`src/rtl/adc_cfg_pkg.sv`:
```
package adc_cfg_pkg;

   typedef enum logic [2:0] {
      SQ_UNINIT,
      SQ_RESET,
      SQ_BOOT,
      SQ_IDLE,
      SQ_CMD,
      SQ_DUMMY
   } seq_state_t;

   typedef enum logic [2:0] {
      FR_IDLE,
      FR_LEAD,
      FR_HIGH,
      FR_LOW,
      FR_LAG,
      FR_GAP
   } frame_phase_t;

   localparam int OPC_W = 4;
   localparam logic [OPC_W-1:0] OPC_WRITE = 4'h1;
   localparam logic [OPC_W-1:0] OPC_READ  = 4'h2;

endpackage

```
`src/rtl/adc_cfg_delay.sv`:
```
module adc_cfg_delay #(
   parameter int CNT_W = 9
) (
   input  logic             clk,
   input  logic             rst_n,
   input  logic             start,
   input  logic [CNT_W-1:0] len,
   output logic             expired
);

   logic [CNT_W-1:0] cnt;
   logic             run;

   always_ff @(posedge clk or negedge rst_n) begin
      if (!rst_n) begin
         cnt <= '0;
         run <= 1'b0;
      end else if (start) begin
         cnt <= len - 1'b1;
         run <= 1'b1;
      end else if (run) begin
         if (cnt == '0) run <= 1'b0;
         else           cnt <= cnt - 1'b1;
      end
   end

   assign expired = run && (cnt == '0);

endmodule

```
`src/rtl/adc_cfg_frame.sv`:
```
module adc_cfg_frame
   import adc_cfg_pkg::*;
#(
   parameter int FRAME_W  = 16,
   parameter int RX_KEEP  = 8,
   parameter int HALF_DIV = 12,
   parameter int LEAD_CYC = 4,
   parameter int LAG_CYC  = 4,
   parameter int GAP_CYC  = 24
) (
   input  logic               clk,
   input  logic               rst_n,
   input  logic               start,
   input  logic [FRAME_W-1:0] tx_word,
   output logic               cs_n,
   output logic               sclk,
   output logic               mosi,
   input  logic               miso,
   output logic [RX_KEEP-1:0] rx_word,
   output logic               fin
);

   localparam int M1      = (HALF_DIV > LEAD_CYC) ? HALF_DIV : LEAD_CYC;
   localparam int M2      = (LAG_CYC > GAP_CYC) ? LAG_CYC : GAP_CYC;
   localparam int CNT_MAX = (M1 > M2) ? M1 : M2;
   localparam int CNT_W   = $clog2(CNT_MAX + 1);
   localparam int BIT_W   = $clog2(FRAME_W);
   localparam logic [BIT_W-1:0] LAST_BIT = BIT_W'(FRAME_W - 1);

   frame_phase_t       phase;
   logic [CNT_W-1:0]   cnt;
   logic [BIT_W-1:0]   bidx;
   logic [FRAME_W-1:0] sh;
   logic [RX_KEEP-1:0] rx;
   logic               cs_q;
   logic               sclk_q;
   logic               fin_q;

   if (RX_KEEP < 2 || RX_KEEP > FRAME_W) begin : g_bad_rx
      $error("RX_KEEP must lie between 2 and FRAME_W");
   end

   always_ff @(posedge clk or negedge rst_n) begin
      if (!rst_n) begin
         phase  <= FR_IDLE;
         cnt    <= '0;
         bidx   <= '0;
         sh     <= '0;
         rx     <= '0;
         cs_q   <= 1'b1;
         sclk_q <= 1'b0;
         fin_q  <= 1'b0;
      end else begin
         fin_q <= 1'b0;
         case (phase)
            FR_IDLE: begin
               if (start) begin
                  sh    <= tx_word;
                  cs_q  <= 1'b0;
                  bidx  <= '0;
                  cnt   <= CNT_W'(LEAD_CYC - 1);
                  phase <= FR_LEAD;
               end
            end
            FR_LEAD: begin
               if (cnt == '0) begin
                  sclk_q <= 1'b1;
                  rx     <= {rx[RX_KEEP-2:0], miso};
                  cnt    <= CNT_W'(HALF_DIV - 1);
                  phase  <= FR_HIGH;
               end else begin
                  cnt <= cnt - 1'b1;
               end
            end
            FR_HIGH: begin
               if (cnt == '0) begin
                  sclk_q <= 1'b0;
                  if (bidx == LAST_BIT) begin
                     cnt   <= CNT_W'(LAG_CYC - 1);
                     phase <= FR_LAG;
                  end else begin
                     sh    <= {sh[FRAME_W-2:0], 1'b0};
                     bidx  <= bidx + 1'b1;
                     cnt   <= CNT_W'(HALF_DIV - 1);
                     phase <= FR_LOW;
                  end
               end else begin
                  cnt <= cnt - 1'b1;
               end
            end
            FR_LOW: begin
               if (cnt == '0) begin
                  sclk_q <= 1'b1;
                  rx     <= {rx[RX_KEEP-2:0], miso};
                  cnt    <= CNT_W'(HALF_DIV - 1);
                  phase  <= FR_HIGH;
               end else begin
                  cnt <= cnt - 1'b1;
               end
            end
            FR_LAG: begin
               if (cnt == '0) begin
                  cs_q  <= 1'b1;
                  cnt   <= CNT_W'(GAP_CYC - 1);
                  phase <= FR_GAP;
               end else begin
                  cnt <= cnt - 1'b1;
               end
            end
            FR_GAP: begin
               if (cnt == '0) begin
                  phase <= FR_IDLE;
                  fin_q <= 1'b1;
               end else begin
                  cnt <= cnt - 1'b1;
               end
            end
            default: phase <= FR_IDLE;
         endcase
      end
   end

   assign cs_n    = cs_q;
   assign sclk    = sclk_q;
   assign mosi    = sh[FRAME_W-1];
   assign rx_word = rx;
   assign fin     = fin_q;

endmodule

```
`src/rtl/adc_cfg_seq.sv`:
```
module adc_cfg_seq
   import adc_cfg_pkg::*;
#(
   parameter int ADDR_W     = 4,
   parameter int DATA_W     = 8,
   parameter int SYS_CLK_PS = 4000,
   parameter int HALF_DIV   = 12,
   parameter int RST_CYC    = 68,
   parameter int BOOT_CYC   = 280,
   parameter int LEAD_CYC   = 4,
   parameter int LAG_CYC    = 4,
   parameter int GAP_CYC    = 24
) (
   input  logic              clk,
   input  logic              rst_n,
   input  logic              init_req,
   input  logic              req_valid,
   input  logic              req_write,
   input  logic [ADDR_W-1:0] req_addr,
   input  logic [DATA_W-1:0] req_wdata,
   output logic              req_ready,
   output logic              done,
   output logic [DATA_W-1:0] rd_data,
   output logic              adc_rst_n,
   output logic              adc_convst,
   output logic              adc_cs_n,
   output logic              adc_sclk,
   output logic              adc_mosi,
   input  logic              adc_miso
);

   localparam int FRAME_W = OPC_W + ADDR_W + DATA_W;
   localparam int TMR_MAX = (RST_CYC > BOOT_CYC) ? RST_CYC : BOOT_CYC;
   localparam int TMR_W   = $clog2(TMR_MAX + 1);

   // elaboration-time limits, all in system clock cycles
   if (HALF_DIV < 1 || LAG_CYC < 1 || LEAD_CYC < 1) begin : g_bad_min
      $error("phase lengths must be at least one cycle");
   end
   if (LEAD_CYC * SYS_CLK_PS < 12000) begin : g_bad_lead
      $error("chip-select lead shorter than 12 ns");
   end
   if (RST_CYC * SYS_CLK_PS < 267000) begin : g_bad_rst
      $error("reset pulse shorter than 267 ns");
   end
   if (BOOT_CYC * SYS_CLK_PS < 1100000) begin : g_bad_boot
      $error("start-up wait shorter than 1.1 us");
   end
   if (2 * HALF_DIV * SYS_CLK_PS < 50000) begin : g_bad_sclk
      $error("serial clock faster than 20 MHz");
   end
   if (GAP_CYC < 2 * HALF_DIV) begin : g_bad_gap
      $error("chip-select gap shorter than one serial clock period");
   end
   if (FRAME_W > 32) begin : g_bad_frame
      $error("frame wider than 32 bits");
   end

   seq_state_t          state;
   logic                is_rd;
   logic                done_q;
   logic [DATA_W-1:0]   rd_q;
   logic                rst_q;

   logic                rst_go, boot_go, rst_exp, boot_exp;
   logic                acc, dummy_go, fr_start, fr_fin;
   logic [FRAME_W-1:0]  fr_tx;
   logic [DATA_W-1:0]   fr_rx;

   assign rst_go   = init_req && (state == SQ_UNINIT || state == SQ_IDLE);
   assign acc      = (state == SQ_IDLE) && req_valid && !init_req;
   assign boot_go  = (state == SQ_RESET) && rst_exp;
   assign dummy_go = (state == SQ_CMD) && fr_fin && is_rd;
   assign fr_start = acc || dummy_go;
   assign fr_tx    = acc ? {(req_write ? OPC_WRITE : OPC_READ), req_addr,
                            (req_write ? req_wdata : {DATA_W{1'b0}})}
                         : '0;

   always_ff @(posedge clk or negedge rst_n) begin
      if (!rst_n) begin
         state  <= SQ_UNINIT;
         is_rd  <= 1'b0;
         done_q <= 1'b0;
         rd_q   <= '0;
         rst_q  <= 1'b1;
      end else begin
         done_q <= 1'b0;
         case (state)
            SQ_UNINIT, SQ_IDLE: begin
               if (rst_go) begin
                  rst_q <= 1'b0;
                  state <= SQ_RESET;
               end else if (acc) begin
                  is_rd <= !req_write;
                  state <= SQ_CMD;
               end
            end
            SQ_RESET: begin
               if (rst_exp) begin
                  rst_q <= 1'b1;
                  state <= SQ_BOOT;
               end
            end
            SQ_BOOT: begin
               if (boot_exp) state <= SQ_IDLE;
            end
            SQ_CMD: begin
               if (fr_fin) begin
                  if (is_rd) begin
                     state <= SQ_DUMMY;
                  end else begin
                     done_q <= 1'b1;
                     rd_q   <= '0;
                     state  <= SQ_IDLE;
                  end
               end
            end
            SQ_DUMMY: begin
               if (fr_fin) begin
                  done_q <= 1'b1;
                  rd_q   <= fr_rx;
                  state  <= SQ_IDLE;
               end
            end
            default: state <= SQ_UNINIT;
         endcase
      end
   end

   adc_cfg_delay #(.CNT_W(TMR_W)) u_rst_tmr (
      .clk     (clk),
      .rst_n   (rst_n),
      .start   (rst_go),
      .len     (TMR_W'(RST_CYC)),
      .expired (rst_exp)
   );

   adc_cfg_delay #(.CNT_W(TMR_W)) u_boot_tmr (
      .clk     (clk),
      .rst_n   (rst_n),
      .start   (boot_go),
      .len     (TMR_W'(BOOT_CYC)),
      .expired (boot_exp)
   );

   adc_cfg_frame #(
      .FRAME_W  (FRAME_W),
      .RX_KEEP  (DATA_W),
      .HALF_DIV (HALF_DIV),
      .LEAD_CYC (LEAD_CYC),
      .LAG_CYC  (LAG_CYC),
      .GAP_CYC  (GAP_CYC)
   ) u_frame (
      .clk     (clk),
      .rst_n   (rst_n),
      .start   (fr_start),
      .tx_word (fr_tx),
      .cs_n    (adc_cs_n),
      .sclk    (adc_sclk),
      .mosi    (adc_mosi),
      .miso    (adc_miso),
      .rx_word (fr_rx),
      .fin     (fr_fin)
   );

   assign req_ready  = (state == SQ_IDLE);
   assign done       = done_q;
   assign rd_data    = rd_q;
   assign adc_rst_n  = rst_q;
   assign adc_convst = 1'b1;

endmodule

```
`config.mk`:
```
export PLATFORM = sky130hd
export DESIGN_NAME = adc_cfg_seq
export DESIGN_NICKNAME = d
export VERILOG_FILES = /design/src/rtl/adc_cfg_pkg.sv /design/src/rtl/adc_cfg_delay.sv /design/src/rtl/adc_cfg_frame.sv /design/src/rtl/adc_cfg_seq.sv
export SDC_FILE = /design/constraint.sdc
export NUM_CORES = 1
export LEC_CHECK = 0
export ABC_AREA = 1
export BUFFER_PORTS_ARGS = -buffer_cell sky130_fd_sc_hd__buf_2
export CORE_MARGIN = 2
export CORE_UTILIZATION = 60
export DETAILED_ROUTE_END_ITERATION = 8
export GPL_TIMING_DRIVEN = 0
export MAX_ROUTING_LAYER = met4
export PLACE_DENSITY = 0.8
export SLEW_MARGIN = 20
export SYNTH_ARGS = -nofsm -noshare
export SYNTH_HDL_FRONTEND = slang
export SYNTH_SLANG_ARGS = --single-unit
export TNS_END_PERCENT = 20
```
`constraint.sdc`:
```
create_clock -name clk -period 3.3 [get_ports clk]
set_input_delay 0.495 -clock clk [delete_from_list [all_inputs] [get_ports clk]]
set_output_delay 0.495 -clock clk [all_outputs]
set_load 0.1 [all_outputs]
```
==> results.md <==
* Die X-Extent at 83.3 um
* Capture instance of the worst register-to-register path: u_boot_tmr.cnt[4]
* Max-cap violations at 0
* Area contributors post-synth: sky130_fd_sc_hd__dfrtp_1, sky130_fd_sc_hd__nand2_1, sky130_fd_sc_hd__inv_1
* CP Depth at 4
* Via count of the first global-routing pass at 3057
* Clock Pin Slew Worst Setup and Hold Paths at 0.07 ns
* Total of endpoints with negative setup slack in the final report at 0
* Delay contributed by the slowest stage of the critical path at 0.42 ns
* Combinational group share of total power at 2.7%
* Switch Pwr at 351 uW
* Final number of hold-violating endpoints at 0
* Final Cycle Share at 60.2%
* Total buffers and inverters traversed by the critical path at 3
* Number of antenna-violating nets in the routed design at 0
* Total routing resource utilization after global routing at 23.9%
* RD Place Congestion at 0.881
* Initial cell density of the core at 63.0%
* Top_reg_cell synth: sky130_fd_sc_hd__dfrtp_1
* Area share of the leading cell type in the synthesized netlist at 47.1%
* Part of the power in registers at 55.1%
* Share of async-settable or async-resettable flops after synthesis at 100%
* Final Total Pwr at 1.63 mW
* Post-placement worst setup slack at 1.46 ns
* Count of warnings emitted by yosys at 0
* Hold/Removal Path Class: in -> async
* Int Power at 1.28 mW
* Overflow left after global routing at 0
* Worst Setup End Kind: output pin
* Seq/Total Area, Yosys at 48.5%
* Wire length of the first global-routing pass at 13.3 mm
* Number of nets produced by synthesis at 509
* FF-to-FF path depth at 9
* # diodes at 0
* Area delta synth->final at 12.2%
* Average vias per placed instance at 5.42
* Flops & latches, synth at 73
* Setup slack of the worst register-to-register path at 1.44 ns
* Number of buffers on the longest clock path at 2
* Max Clk Rate at 0.503 GHz
* Initial antenna violation count at 0
* Nets at 552
* Number of buffers inserted during clock tree synthesis at 9
* PortBufs at 31
* Total of cells resized after clock tree synthesis at 0
* Filler-free cell count of the finished design at 609
* Post-CTS Setup Repair Bufs at 0
* Vias at 3302
* Maximum number of pins on one net before global-route repair at 45
* Number of search-and-repair iterations in the first detailed-routing pass at 4
* Clock latency of the later-clocked register in the worst-skew pair at 0.34 ns
* Cell area after synthesis at 3770 um^2
* Layout cell share with drive strength beyond 1 at 15.9%
* Post-synth top area cell: sky130_fd_sc_hd__dfrtp_1
* Highest-count cells in the layout ignoring fill and taps: sky130_fd_sc_hd__nand2_1, sky130_fd_sc_hd__dfrtp_1, sky130_fd_sc_hd__inv_1, sky130_fd_sc_hd__buf_2, sky130_fd_sc_hd__nor2_1
* Post-CTS Hold Buffers at 0
* Kind of start point of the critical path: register
* Final core utilization at 70.7%
* Drc violations at 0
* TritonCTS clock tree: built
* Sequence of cells on the critical path: inv_2 -> nand3_2 -> inv_1 -> buf_2
* Cell type of the slowest stage on the worst timing path: sky130_fd_sc_hd__dfrtp_1
* Part of the power in the clock network at 42.3%
* Reg-to-Reg Start: u_boot_tmr.cnt[0]
* Distinct cells, synth at 33
* Number of synthesized flops with an enable pin at 0
* I/O pin total at 33
* Type of the worst setup path: reg -> out
* Launch point of the critical path: state[2]
* Die Y-Extent at 83.3 um
* Core Area at 5990 um^2
* Placed wire-length estimate after detailed placement at 5.52 mm
* Minimum period implied by the final worst setup slack at 1.99 ns
* Clock root buffer: sky130_fd_sc_hd__clkbuf_8
* PD cells at 385 nW/um^2
* Gate family responsible for the most delay along the worst path: buffers and inverters
* Termination of the worst setup path: req_ready
* Sinks on the clock net at 73
* Cells after DPL at 593
* Setup clock skew after layout at 0.00330 ns
* Number of cells produced by synthesis at 486
* Total wirelength of the detailed-routed design at 7.62 mm
* Die Area at 6940 um^2
* Setup repair after global routing missed its margin: false
* CP max FO at 5
* First DRT Iteration DRCs at 254
* Switching Share at 21.5%
* Most common library cell in the layout ignoring fill and taps: sky130_fd_sc_hd__nand2_1
* Outcome: finished clean
* Arrival time worst endpoint at 1.49 ns
* Count of H-tree levels built during CTS at 3
* Static power due to leakage at 2.27 nW
* Required time of the critical path at 2.80 ns
* Max Transition Viols Final at 0
* Worst path setup slack after routing at 1.31 ns
* Summed negative setup slack over all endpoints at 0 ns
* Mean instance size in the synthesized netlist at 7.76 um^2
* Routed wirelength normalized by instance count at 12.5 um
* Worst ir drop on vdd at 0.254 mV
* Row Count at 28
[power groups by stage]
stage                     combinational, mW  clock [mW]  sequential [mW]
after global routing                 0.0502       0.743            0.896
after global placement               0.0405           0            0.914
after floorplan                      0.0119           0            0.914
final                                0.0433       0.689            0.897
after CTS                            0.0446       0.695            0.897
after detailed placement             0.0446           0            0.914
[worst min-delay path by stage]
stage / start / endpoint / slack (ns) / cells past startpoint
finish: rst_n / u_rst_tmr.cnt[5] / 0.07 / 1
global route: rst_n / u_rst_tmr.cnt[5] / 0.10 / 1
CTS: rst_n / u_rst_tmr.cnt[5] / 0.08 / 1
detailed placement: rst_n / u_rst_tmr.cnt[5] / 0.45 / 1
global placement: u_frame.sh[12] / u_frame.sh[12] / 0.46 / 2
floorplan: rst_n / done / 0.20 / 0
[registers in the layout, summed over array words and instances, names as in the netlist, 3 cells and up]
signal	cells
rd_data	8
state	3
u_boot_tmr.cnt	9
u_frame.bidx	4
u_frame.cnt	5
u_frame.phase	3
u_frame.rx_word	8
u_frame.sh	16
u_rst_tmr.cnt	9
[layout make-up]
cell class	count	area, um^2
Fill cell	468	1760
Sequential cell	73	1830
Tap cell	75	93.8
Clock inverter	3	40.0
Timing Repair Buffer	32	178
Inverter	65	244
Buffer	15	92.6
Multi-Input combinational cell	333	1610
Clock buffer	13	149
[cells by family (layout without fill, tap and decap cells)]
family,after synthesis,count (layout),synth area share [%]
buffers and inverters,80,128,8.92
AOI/OAI and AO/OA,64,64,9.45
adders and majority gates,5,5,1.66
DFF,73,73,48.5
other,1,1,0.0994
xor gates and xnor gates,8,8,1.86
and+or+nand+nor,255,255,29.5
[metal layers]
| layer | vias up | share of wire [%] | GRT usage (%) |
|---|---|---|---|
| met5 | - | 0 | - |
| met1 | 1554 | 46 | 30.9 |
| li1 | 1651 | - | - |
| met3 | 12 | 4.2 | 3.78 |
| met2 | 85 | 49 | 38.2 |
| met4 | 0 | 1.6 | 9.39 |
[through the flow]
step                instance area [um^2]  hold WS (ns)
global placement                    4020         0.455
detailed placement                  4050         0.451
floorplan                           3770         0.199
finish                              4230        0.0747
global route                        4230         0.102
CTS                                 4230        0.0810
[Yosys cell counts (all sizes together) (2+ instances only)]
library cell and n:
nand2 152, dfrtp 71, inv 65, nor2 42
o21ai 37, nand3 29, nand4 25, a21oi 14
buf 13, o31ai 7, ha 5, nor3 5
xor2 5, xnor2 3, clkbuf 2, dfstp 2
nand3b 2, o211ai 2
Power figures use the tool's default switching activity.
